--- config.mk ---
export PLATFORM = sky130hd
export DESIGN_NAME = yuv420_writer
export DESIGN_NICKNAME = d
export VERILOG_FILES = /design/src/rtl/yuv420wr_pkg.sv /design/src/rtl/yuv420wr_ctrl.sv /design/src/rtl/yuv420wr_dp.sv /design/src/rtl/yuv420_writer.sv
export SDC_FILE = /design/constraint.sdc
export NUM_CORES = 2
export LEC_CHECK = 0
export ABC_CLOCK_PERIOD_IN_PS = 12600
export BUFFER_PORTS_ARGS = -buffer_cell sky130_fd_sc_hd__buf_2
export CAP_MARGIN = 10
export CORE_AREA = 2 2 329 331
export DETAILED_ROUTE_END_ITERATION = 8
export DIE_AREA = 0 0 331 333
export GPL_TIMING_DRIVEN = 0
export PLACE_DENSITY = 0.83
export SLEW_MARGIN = 20
export SYNTH_ARGS = -nofsm -noshare
export SYNTH_HDL_FRONTEND = slang
export SYNTH_SLANG_ARGS = --single-unit
--- constraint.sdc ---
create_clock -name clk -period 12.6 [get_ports clk]
set_input_delay 1.26 -clock clk [delete_from_list [all_inputs] [get_ports clk]]
set_output_delay 1.26 -clock clk [all_outputs]
set_load 0.05 [all_outputs]
--- src/rtl/yuv420wr_pkg.sv ---
package yuv420wr_pkg;
  localparam int BURST_MAX = 64;
  localparam int ALIGN_W   = $clog2(BURST_MAX);
  localparam int LEN_W     = ALIGN_W + 1;
  localparam int IDX_W     = ALIGN_W;
  localparam int DATA_W    = BURST_MAX * 8;

  typedef enum logic [1:0] {
    PLANE_Y = 2'd0,
    PLANE_U = 2'd1,
    PLANE_V = 2'd2
  } plane_e;

  typedef struct packed {
    logic   take;
    logic   takeChroma;
    logic   frameStart;
    logic   evenLineEnd;
    logic   oddLineEnd;
    plane_e emitPlane;
  } wrStrobe_t;

  // burst length from the alignment of the line width
  function automatic logic [LEN_W-1:0] burstOf(input logic [ALIGN_W-1:0] low);
    if (low == '0)                   return LEN_W'(BURST_MAX);
    else if (low[ALIGN_W-2:0] == '0) return LEN_W'(BURST_MAX / 2);
    else if (low[ALIGN_W-3:0] == '0) return LEN_W'(BURST_MAX / 4);
    else                             return LEN_W'(BURST_MAX / 8);
  endfunction
endpackage

--- src/rtl/yuv420wr_ctrl.sv ---
module yuv420wr_ctrl
  import yuv420wr_pkg::*;
(
  input  logic               clk,
  input  logic               rstN,
  input  logic [ALIGN_W-1:0] widthLow,
  input  logic               cfgReduce,
  input  logic               pixValid,
  input  logic               pixSof,
  input  logic               pixEol,
  output logic               pixReady,
  output logic               reqValid,
  input  logic               reqReady,
  output logic [LEN_W-1:0]   reqBytes,
  output wrStrobe_t          strobe,
  output logic [IDX_W-1:0]   yIdx,
  output logic [IDX_W-2:0]   cIdx
);
  logic [LEN_W-1:0] burst, yCnt;
  logic [LEN_W-2:0] halfBurst, cCnt;
  logic [2:0]       pend;
  logic             colOdd, rowOdd, colOddEff, rowOddEff;
  logic             accept, takeC, yFull, cFull;
  plane_e           sel;

  always_comb begin
    burst     = burstOf(widthLow);
    halfBurst = burst[LEN_W-1:1];
    colOddEff = pixSof ? 1'b0 : colOdd;
    rowOddEff = pixSof ? 1'b0 : rowOdd;
    pixReady  = (pend == 3'b000);
    reqValid  = (pend != 3'b000);
    accept    = pixValid && pixReady;
    takeC     = accept && !colOddEff && !(cfgReduce && rowOddEff);
    yFull     = (yCnt + 1'b1 == burst) || pixEol;
    cFull     = (takeC && (cCnt + 1'b1 == halfBurst)) ||
                (pixEol && (takeC || cCnt != '0));
    if (pend[0])      sel = PLANE_Y;
    else if (pend[1]) sel = PLANE_U;
    else              sel = PLANE_V;
    reqBytes  = (sel == PLANE_Y) ? yCnt : LEN_W'(cCnt);
  end

  always_ff @(posedge clk) begin
    if (!rstN) begin
      yCnt   <= '0;
      cCnt   <= '0;
      pend   <= '0;
      colOdd <= 1'b0;
      rowOdd <= 1'b0;
    end else if (accept) begin
      yCnt <= yCnt + 1'b1;
      if (takeC) cCnt <= cCnt + 1'b1;
      if (yFull) pend[0]   <= 1'b1;
      if (cFull) pend[2:1] <= 2'b11;
      colOdd <= pixEol ? 1'b0 : !colOddEff;
      rowOdd <= pixEol ? !rowOddEff : rowOddEff;
    end else if (reqValid && reqReady) begin
      case (sel)
        PLANE_Y: begin pend[0] <= 1'b0; yCnt <= '0; end
        PLANE_U: pend[1] <= 1'b0;
        default: begin pend[2] <= 1'b0; cCnt <= '0; end
      endcase
    end
  end

  always_comb begin
    strobe.take        = accept;
    strobe.takeChroma  = takeC;
    strobe.frameStart  = accept && pixSof;
    strobe.evenLineEnd = accept && pixEol && !rowOddEff;
    strobe.oddLineEnd  = accept && pixEol && rowOddEff;
    strobe.emitPlane   = sel;
    yIdx = yCnt[IDX_W-1:0];
    cIdx = cCnt[IDX_W-2:0];
  end
endmodule

--- src/rtl/yuv420wr_dp.sv ---
module yuv420wr_dp
  import yuv420wr_pkg::*;
#(
  parameter int W_BITS = 8,
  parameter int ADDR_W = 32
) (
  input  logic              clk,
  input  logic              rstN,
  input  wrStrobe_t         strobe,
  input  logic [IDX_W-1:0]  yIdx,
  input  logic [IDX_W-2:0]  cIdx,
  input  logic [23:0]       pixColour,
  input  logic [W_BITS-2:0] halfWidth,
  input  logic [ADDR_W-1:0] baseY,
  input  logic [ADDR_W-1:0] baseU,
  input  logic [ADDR_W-1:0] baseV,
  output logic [ADDR_W-1:0] reqAddr,
  output logic [DATA_W-1:0] reqData
);
  localparam int C_BURST = BURST_MAX / 2;

  logic [BURST_MAX-1:0][7:0]        yBuf;
  logic [1:0][C_BURST-1:0][7:0]     cFlat;
  logic [ADDR_W-1:0] yNext, yBurst, cNext, cLine, cBurst;
  logic [ADDR_W-1:0] yPos, cPos, cLineEff, cLineNext;

  always_comb begin
    yPos      = strobe.frameStart ? '0 : yNext;
    cPos      = strobe.frameStart ? '0 : cNext;
    cLineEff  = strobe.frameStart ? '0 : cLine;
    cLineNext = cLineEff + ADDR_W'(halfWidth);
  end

  always_ff @(posedge clk) begin
    if (strobe.take) yBuf[yIdx] <= pixColour[23:16];
  end

  for (genvar p = 0; p < 2; p++) begin : g_chroma
    logic [C_BURST-1:0][7:0] bufQ;
    always_ff @(posedge clk) begin
      if (strobe.takeChroma) bufQ[cIdx] <= pixColour[15-8*p -: 8];
    end
    assign cFlat[p] = bufQ;
  end

  always_ff @(posedge clk) begin
    if (!rstN) begin
      yNext  <= '0;
      yBurst <= '0;
      cNext  <= '0;
      cLine  <= '0;
      cBurst <= '0;
    end else begin
      if (strobe.take) begin
        yNext <= yPos + 1'b1;
        if (yIdx == '0) yBurst <= yPos;
      end
      if (strobe.frameStart) cLine <= '0;
      if (strobe.takeChroma) begin
        cNext <= cPos + 1'b1;
        if (cIdx == '0) cBurst <= cPos;
      end
      // even row end: rewind so the odd row lands on the same chroma row
      if (strobe.evenLineEnd) cNext <= cLineEff;
      if (strobe.oddLineEnd) begin
        cLine <= cLineNext;
        cNext <= cLineNext;
      end
    end
  end

  always_comb begin
    case (strobe.emitPlane)
      PLANE_Y: begin reqAddr = baseY + yBurst; reqData = yBuf; end
      PLANE_U: begin reqAddr = baseU + cBurst; reqData = DATA_W'(cFlat[0]); end
      default: begin reqAddr = baseV + cBurst; reqData = DATA_W'(cFlat[1]); end
    endcase
  end
endmodule

--- src/rtl/yuv420_writer.sv ---
module yuv420_writer
  import yuv420wr_pkg::*;
#(
  parameter int W_BITS = 8,
  parameter int H_BITS = 8,
  parameter int ADDR_W = 32
) (
  input  logic                clk,
  input  logic                rstN,
  input  logic [W_BITS-1:0]   cfgWidth,
  input  logic [H_BITS-1:0]   cfgHeight,
  input  logic                cfgReduce,
  input  logic                cfgAutoBase,
  input  logic [ADDR_W-1:0]   cfgBaseY,
  input  logic [ADDR_W-1:0]   cfgBaseU,
  input  logic [ADDR_W-1:0]   cfgBaseV,
  input  logic                pixValid,
  output logic                pixReady,
  input  logic [31:0]         pixData,
  input  logic                pixSof,
  input  logic                pixEol,
  output logic                reqValid,
  input  logic                reqReady,
  output logic [1:0]          reqPlane,
  output logic [ADDR_W-1:0]   reqAddr,
  output logic [LEN_W-1:0]    reqBytes,
  output logic [DATA_W-1:0]   reqData
);
  wrStrobe_t          strobe;
  logic [IDX_W-1:0]   yIdx;
  logic [IDX_W-2:0]   cIdx;
  logic [ADDR_W-1:0]  lumaArea, baseU, baseV;

  always_comb begin
    lumaArea = ADDR_W'(cfgWidth) * ADDR_W'(cfgHeight);
    baseU    = cfgAutoBase ? cfgBaseY + lumaArea : cfgBaseU;
    baseV    = cfgAutoBase ? baseU + (lumaArea >> 2) : cfgBaseV;
    reqPlane = strobe.emitPlane;
  end

  yuv420wr_ctrl ctrl_i (
    .clk      (clk),
    .rstN     (rstN),
    .widthLow (cfgWidth[ALIGN_W-1:0]),
    .cfgReduce(cfgReduce),
    .pixValid (pixValid),
    .pixSof   (pixSof),
    .pixEol   (pixEol),
    .pixReady (pixReady),
    .reqValid (reqValid),
    .reqReady (reqReady),
    .reqBytes (reqBytes),
    .strobe   (strobe),
    .yIdx     (yIdx),
    .cIdx     (cIdx)
  );

  yuv420wr_dp #(.W_BITS(W_BITS), .ADDR_W(ADDR_W)) dp_i (
    .clk      (clk),
    .rstN     (rstN),
    .strobe   (strobe),
    .yIdx     (yIdx),
    .cIdx     (cIdx),
    .pixColour(pixData[23:0]),
    .halfWidth(cfgWidth[W_BITS-1:1]),
    .baseY    (cfgBaseY),
    .baseU    (baseU),
    .baseV    (baseV),
    .reqAddr  (reqAddr),
    .reqData  (reqData)
  );
endmodule

After elaboration in Yosys (flattened, before gate mapping):

Cells that the tools add are included.

* register bits: 1202
* output and inout bits: 555
* word-level logic and storage cells: 244

* $add $sub $neg: 10
* multiply operators: 1
* $lt $le $gt $ge: 4
* eq/ne operators: 7
* muxes and demuxes: 42
* reduce and logical (&&, ||, !) cells: 40

Operators with widths (number)
* one-hot mux 512 bit (2 select lines): 1
* bitwise mux 256 bit: 2
* bitwise mux 512 bit: 1
* 2-to-1 mux 32 bit: 9
* adder 32 bit: 3
* adder 32 x 1 -> 32 bit, second input constant: 2
* one-hot mux 32 bit (2 select lines): 1
* demux 8 bit (select 6 bit): 1
* 2-to-1 mux 7 bit: 6
* demux 8 bit (select 5 bit): 1
* adder 32 x 14 -> 32 bit: 1
* adder 32 x 16 -> 32 bit: 1
* adder 32 x 7 -> 32 bit: 1
* 2-to-1 mux 6 bit: 4
* multiplier 8 x 8 -> 16 bit: 1
* 2-to-1 mux 8 bit: 2
* logical AND 1 bit: 13
* zero test 6 bit: 2
* AND reduction 3 bit: 4
* zero test 5 bit: 2
* 2-to-1 mux 1 bit: 8
* adder 7 x 1 -> 7 bit, second input constant: 1
* equality test 7 bit: 1
* less-than comparator 6 x 7 -> 1 bit, second input constant: 1
* 21 further kinds: 35

Logic depth before layout (Yosys ltp):

* depth after elaboration: 9
* mapped depth: 45
* gate-level depth less buffers: 44

By module:

A second synthesis with hierarchy kept.

* cells, all modules: 4858
* area, all modules: 57654.0 um^2

By module, submodules not included
* yuv420wr_dp: times used 1, cells an instance 3956, area an instance 50891.3 um^2, seq. area each 33952.6 um^2
* yuv420_writer: times used 1, cells an instance 704, area an instance 5293.8 um^2, seq. area each 0.0 um^2
* yuv420wr_ctrl: times used 1, cells an instance 198, area an instance 1468.9 um^2, seq. area each 360.3 um^2

Worst setup path before layout:

No wires, ideal clock.

* kind: in2out
* from: in cfgWidth[2]
* to: out reqAddr[29]
* data arrival time: 10278 ps
* required time: 11340 ps
* path slack: 1062 ps
* cell stages on the path: 39
* buffers on the path: 1
* cells stage by stage: clkbuf_1 > and2_1 > fa_1 > fa_1 > inv_1 > fa_1 > fa_1 > inv_1 > ha_1 > a21oi_1 > o21bai_1 > a21oi_1 > nor2b_1 > o21a_1 > o21ai_0 > nand2b_1 > a21oi_1 > o21ai_0 > (+3 left out) > o21ai_1 > a221oi_1 > nand3_1 > o31ai_2 > nand3_1 > or2_1 > nor2_1 > xor2_1 > a21oi_1 > ha_1 > o21a_1 > o211ai_1 > nand2_1 > o21ai_0 > a21oi_1 > a21o_1 > a211oi_1 > o41ai_1

* cells in the longest elaborated chain, start to end: 7

Ends and longest elaborated chain
* from (decl): RTL line yuv420_writer.sv:10 `input logic [W_BITS-1:0] cfgWidth,`
* multiplier 8 x 8 -> 16 bit *: RTL line yuv420_writer.sv:35 `lumaArea = ADDR_W'(cfgWidth) * ADDR_W'(cfgHeight);`
* adder 32 x 16 -> 32 bit: RTL line yuv420_writer.sv:36 `baseU = cfgAutoBase ? cfgBaseY + lumaArea : cfgBaseU;`
* 2-to-1 mux 32 bit: RTL line yuv420_writer.sv:36
* adder 32 x 14 -> 32 bit: RTL line yuv420_writer.sv:37 `baseV = cfgAutoBase ? baseU + (lumaArea >> 2) : cfgBaseV;`
* 2-to-1 mux 32 bit: RTL line yuv420_writer.sv:37
* adder 32 bit: RTL line yuv420wr_dp.sv:76 `default: begin reqAddr = baseV + cBurst; reqData = DATA_W'(cFlat[1]); end`
* one-hot mux 32 bit (2 select lines) *: RTL line yuv420wr_dp.sv:73 `case (strobe.emitPlane)`
* to (decl): RTL line yuv420_writer.sv:25 `output logic [ADDR_W-1:0] reqAddr,`

Mark *: on every way between the ends. The rest lies on a longest branch, timed or not.

Worst setup path in the final report:

* from: in cfgWidth[1]
* to: out reqAddr[30]

The elaborated chain is that of the path after synthesis.

==> impl_results.md <==
- Number of distinct library cells after synthesis: 83
- Initial DRC Count: 5825
- Arrival time worst endpoint: 10.87 ns
- DIE WIDTH: 331 um
- Post-DP HPWL: 139000 um
- CTS tree: built
- Power share of the clock group: 0.281
- Skew-Pair Late Insertion Delay: 0.74 ns
- Async set-reset flop share out of synthesis: 0
- Period minus WS final: 12.13 ns
- Most frequent CP cell: a21oi_2
- Largest net degree at the start of global routing: 42
- Total core area: 107000 um^2
- Fmax: 82.4 MHz
- Final period utilization: 0.963
- Vias in the first global route: 41.3k
- Commonest non-fill, non-tap cell in the layout: edfxtp_1
- Die Area: 110000 um^2
- Number of synthesized flops with an enable pin: 1024
- Final GP Congestion: 0.973
- Most frequent cells in the layout: 1024 x edfxtp_1, 686 x buf_2, 589 x nand2_1, 411 x o21ai_0, 355 x and2_1
- Total power: 12.2 mW
- Reg2reg start: ctrl_i.pend[0]$_SDFFE_PN0P_
- CTS Buf Count: 112
- CTS sink count: 1202
- Element type at the critical path start: primary input
- Setup crit end kind: output pin
- Post-place instance area: 61700 um^2
- Placed Instances: 6849
- Buffers on Ports: 694
- Post-Syn Nets: 5080
- CP max stage cell: fa_1
- GRT Total Usage: 0.354
- Remaining antenna violation count: 0
- Wire length per cell: 28.3 um
- CP Class: in2out
- Final-report setup violation count: 0
- Reg2reg path depth: 18
- Finished Cell Area: 65700 um^2
- RR Endpoint: dp_i.cNext[28]$_SDFFE_PN0P_
- Row cnt: 120
- First-pass GRT wire length: 281000 um
- Worst Path Max Fanout: 10
- Mean Syn Cell Area: 11.8 um^2
- Clock Skew: 0.0585 ns
- Status: completed
- Via-to-Cell Ratio: 6.20
- Crit path from: cfgWidth[1]
- First-pass DRT Iterations: 8
- Top FF cell, synth: edfxtp_1
- Initial Utilization: 0.526
- Total vias in the final route: 43.9k
- Layout cell share with drive strength beyond 1: 0.181
- Internal power: 7.58 mW
- Worst-margin pin slew: 1.25 ns
- Clock transition at path regs: 0.06 ns
- Yosys warning count: 0
- Remaining Overflow, GRT: 0
- Sequential-to-total area share from yosys stat: 0.612
- Pwr/cell area: 186 nW/um^2
- H-tree depth: 3
- Die Y: 333 um
- IO Count: 707
- Hold/Removal Path Class: reg2reg
- Max-slew headroom: 0.168
- Pleak: 23.9 nW
- FF-to-FF setup slack: 5.46 ns
- Nets: 5910
- Clock tree root buffer cell: clkbuf_16
- Post-route insts no fill: 7071
- Final slew viol count: 0
- Sw Share: 0.380
- Logic pwr share: 0.361
- Area grow syn2layout: 17.2%
- Peak supply drop: 0.312 mV
- DR DRC count: 0
- Max Cap Violations: 0
- Critical Path RT: 11.34 ns
- Routed wire length: 200000 um
- Crit path capture: reqAddr[30]
- Initial antenna violation count: 11
- Seq pwr share: 0.358
- Hold Vio Cnt, Final: 0
- CTS Buffer Depth: 3
- Sw power: 4.65 mW
- CP max stage delay: 0.55 ns
- Setup TNS: 0 ns
- Flops & latches, synth: 1202
- Synth Cell Area: 56100 um^2
- Syn Inst Count: 4736
-- cell usage after synthesis (9+ instances only) --
library cell | number | area [um^2]
edfxtp_1 | 1024 | 30700
nand2_1 | 589 | 2210
o21ai_0 | 420 | 2100
and2_1 | 355 | 2220
mux2i_1 | 282 | 2820
nor2_1 | 274 | 1030
clkbuf_1 | 218 | 818
a21oi_1 | 201 | 1010
dfxtp_1 | 178 | 3560
ha_1 | 151 | 1890
nand3_1 | 147 | 736
xnor2_1 | 122 | 1070
inv_1 | 103 | 387
xor2_1 | 73 | 639
fa_1 | 41 | 821
nor3_1 | 41 | 205
and3_1 | 38 | 238
nand4_1 | 37 | 231
a21o_1 | 36 | 270
a21boi_0 | 30 | 225
or3_1 | 27 | 169
nor2b_1 | 23 | 144
a211oi_1 | 22 | 165
nand2b_1 | 22 | 138
a31oi_1 | 21 | 131
o21a_1 | 20 | 150
o211ai_1 | 19 | 143
mux2_2 | 18 | 203
o21bai_1 | 16 | 120
buf_1 | 15 | 56.3
nor4_1 | 15 | 93.8
o31ai_1 | 12 | 90.1
and4_1 | 10 | 87.6
o21ai_1 | 10 | 50.1
nand3b_1 | 9 | 67.6
-- final cells by class --
cell class,count,area [um^2]
clock buffers,141,2990
repair buffers,720,3860
multi-input cells,3192,20800
fillers,8062,40900
flip-flops and latches,1202,34300
plain buffers,235,908
well taps,1403,1760
diodes,9,22.5
inverters,103,387
clock inverters,66,716
-- power groups by stage --
stage	Combinational, mW	Sequential, mW	Clock (mW)
2_1_floorplan	2.94	4.45	0
3_3_place_gp	4.13	4.47	0
3_5_place_dp	4.18	4.46	0
4_1_cts	4.22	4.38	3.43
5_1_grt	4.66	4.38	3.58
6_report	4.41	4.38	3.44
-- layer usage --
metal  global-route usage  vias up  wire, um
met1                0.450    21200     71200
li1                     -    18700         -
met4                0.203        6     13500
met2                0.551     3290     90300
met5                    0        -        41
met3               0.0877      656     25200
-- metrics by stage --
step	worst slack [ns]	hold WS, ns	util
after floorplan	1.06	0.434	-
after global placement	-1.05	0.451	0.575
after detailed placement	-1.15	0.453	0.579
after CTS	0.0323	0.463	0.614
after global routing	-0.0435	0.487	0.616
final	0.471	0.465	0.617
-- registers in the layout (all words and copies together) (netlist names) --
signal,cells
ctrl_i.rowOdd,1
ctrl_i.cCnt,6
dp_i.yBuf,512
dp_i.yNext,32
dp_i.cNext,32
ctrl_i.pend,3
dp_i.cFlat,512
dp_i.cLine,32
ctrl_i.colOdd,1
dp_i.cBurst,32
dp_i.yBurst,32
ctrl_i.yCnt,7
-- timing repair --
item / 4_1_cts / 5_1_grt
buffers inserted: 1 / 8
setup endpoints to repair: 13 / 12
hold buffers: 0 / 0
gates resized for setup: 9 / 43
pin swaps: 1 / 10
-- cells by family after synthesis --
logic type,Yosys count,synth area share
AND/OR/NAND/NOR,1622,0.141
buffers and inverters,342,0.0233
XOR/XNOR,195,0.0305
adder cells (fa/ha/maj),192,0.0483
AO/OA/AOI/OAI,883,0.0917
multiplexers,300,0.0539
flip-flops,1202,0.612
-- worst min path at each step --
stage	endpoint	cells past startpoint	slack, ns	startpoint
finish	dp_i.cBurst[10]$_SDFFE_PN0P_	2	0.47	dp_i.cBurst[10]$_SDFFE_PN0P_
floorplan	dp_i.yBurst[18]$_SDFFE_PN0P_	2	0.43	dp_i.yBurst[18]$_SDFFE_PN0P_
global route	dp_i.cBurst[15]$_SDFFE_PN0P_	2	0.49	dp_i.cBurst[15]$_SDFFE_PN0P_
CTS	dp_i.cBurst[10]$_SDFFE_PN0P_	2	0.46	dp_i.cBurst[10]$_SDFFE_PN0P_
global placement	dp_i.cBurst[18]$_SDFFE_PN0P_	2	0.45	dp_i.cBurst[18]$_SDFFE_PN0P_
detailed placement	dp_i.cBurst[10]$_SDFFE_PN0P_	2	0.45	dp_i.cBurst[10]$_SDFFE_PN0P_
-- worst max-delay path: cells and delay by family --
kind / cells / cell delay [ns]
AND/OR/NAND/NOR: 7 / 1.42
adder cells (fa/ha/maj): 7 / 3.04
XOR/XNOR: 1 / 0.36
buffers and inverters: 4 / 0.52
AO/OA/AOI/OAI: 21 / 4.26
Power figures use the tool's default switching activity.
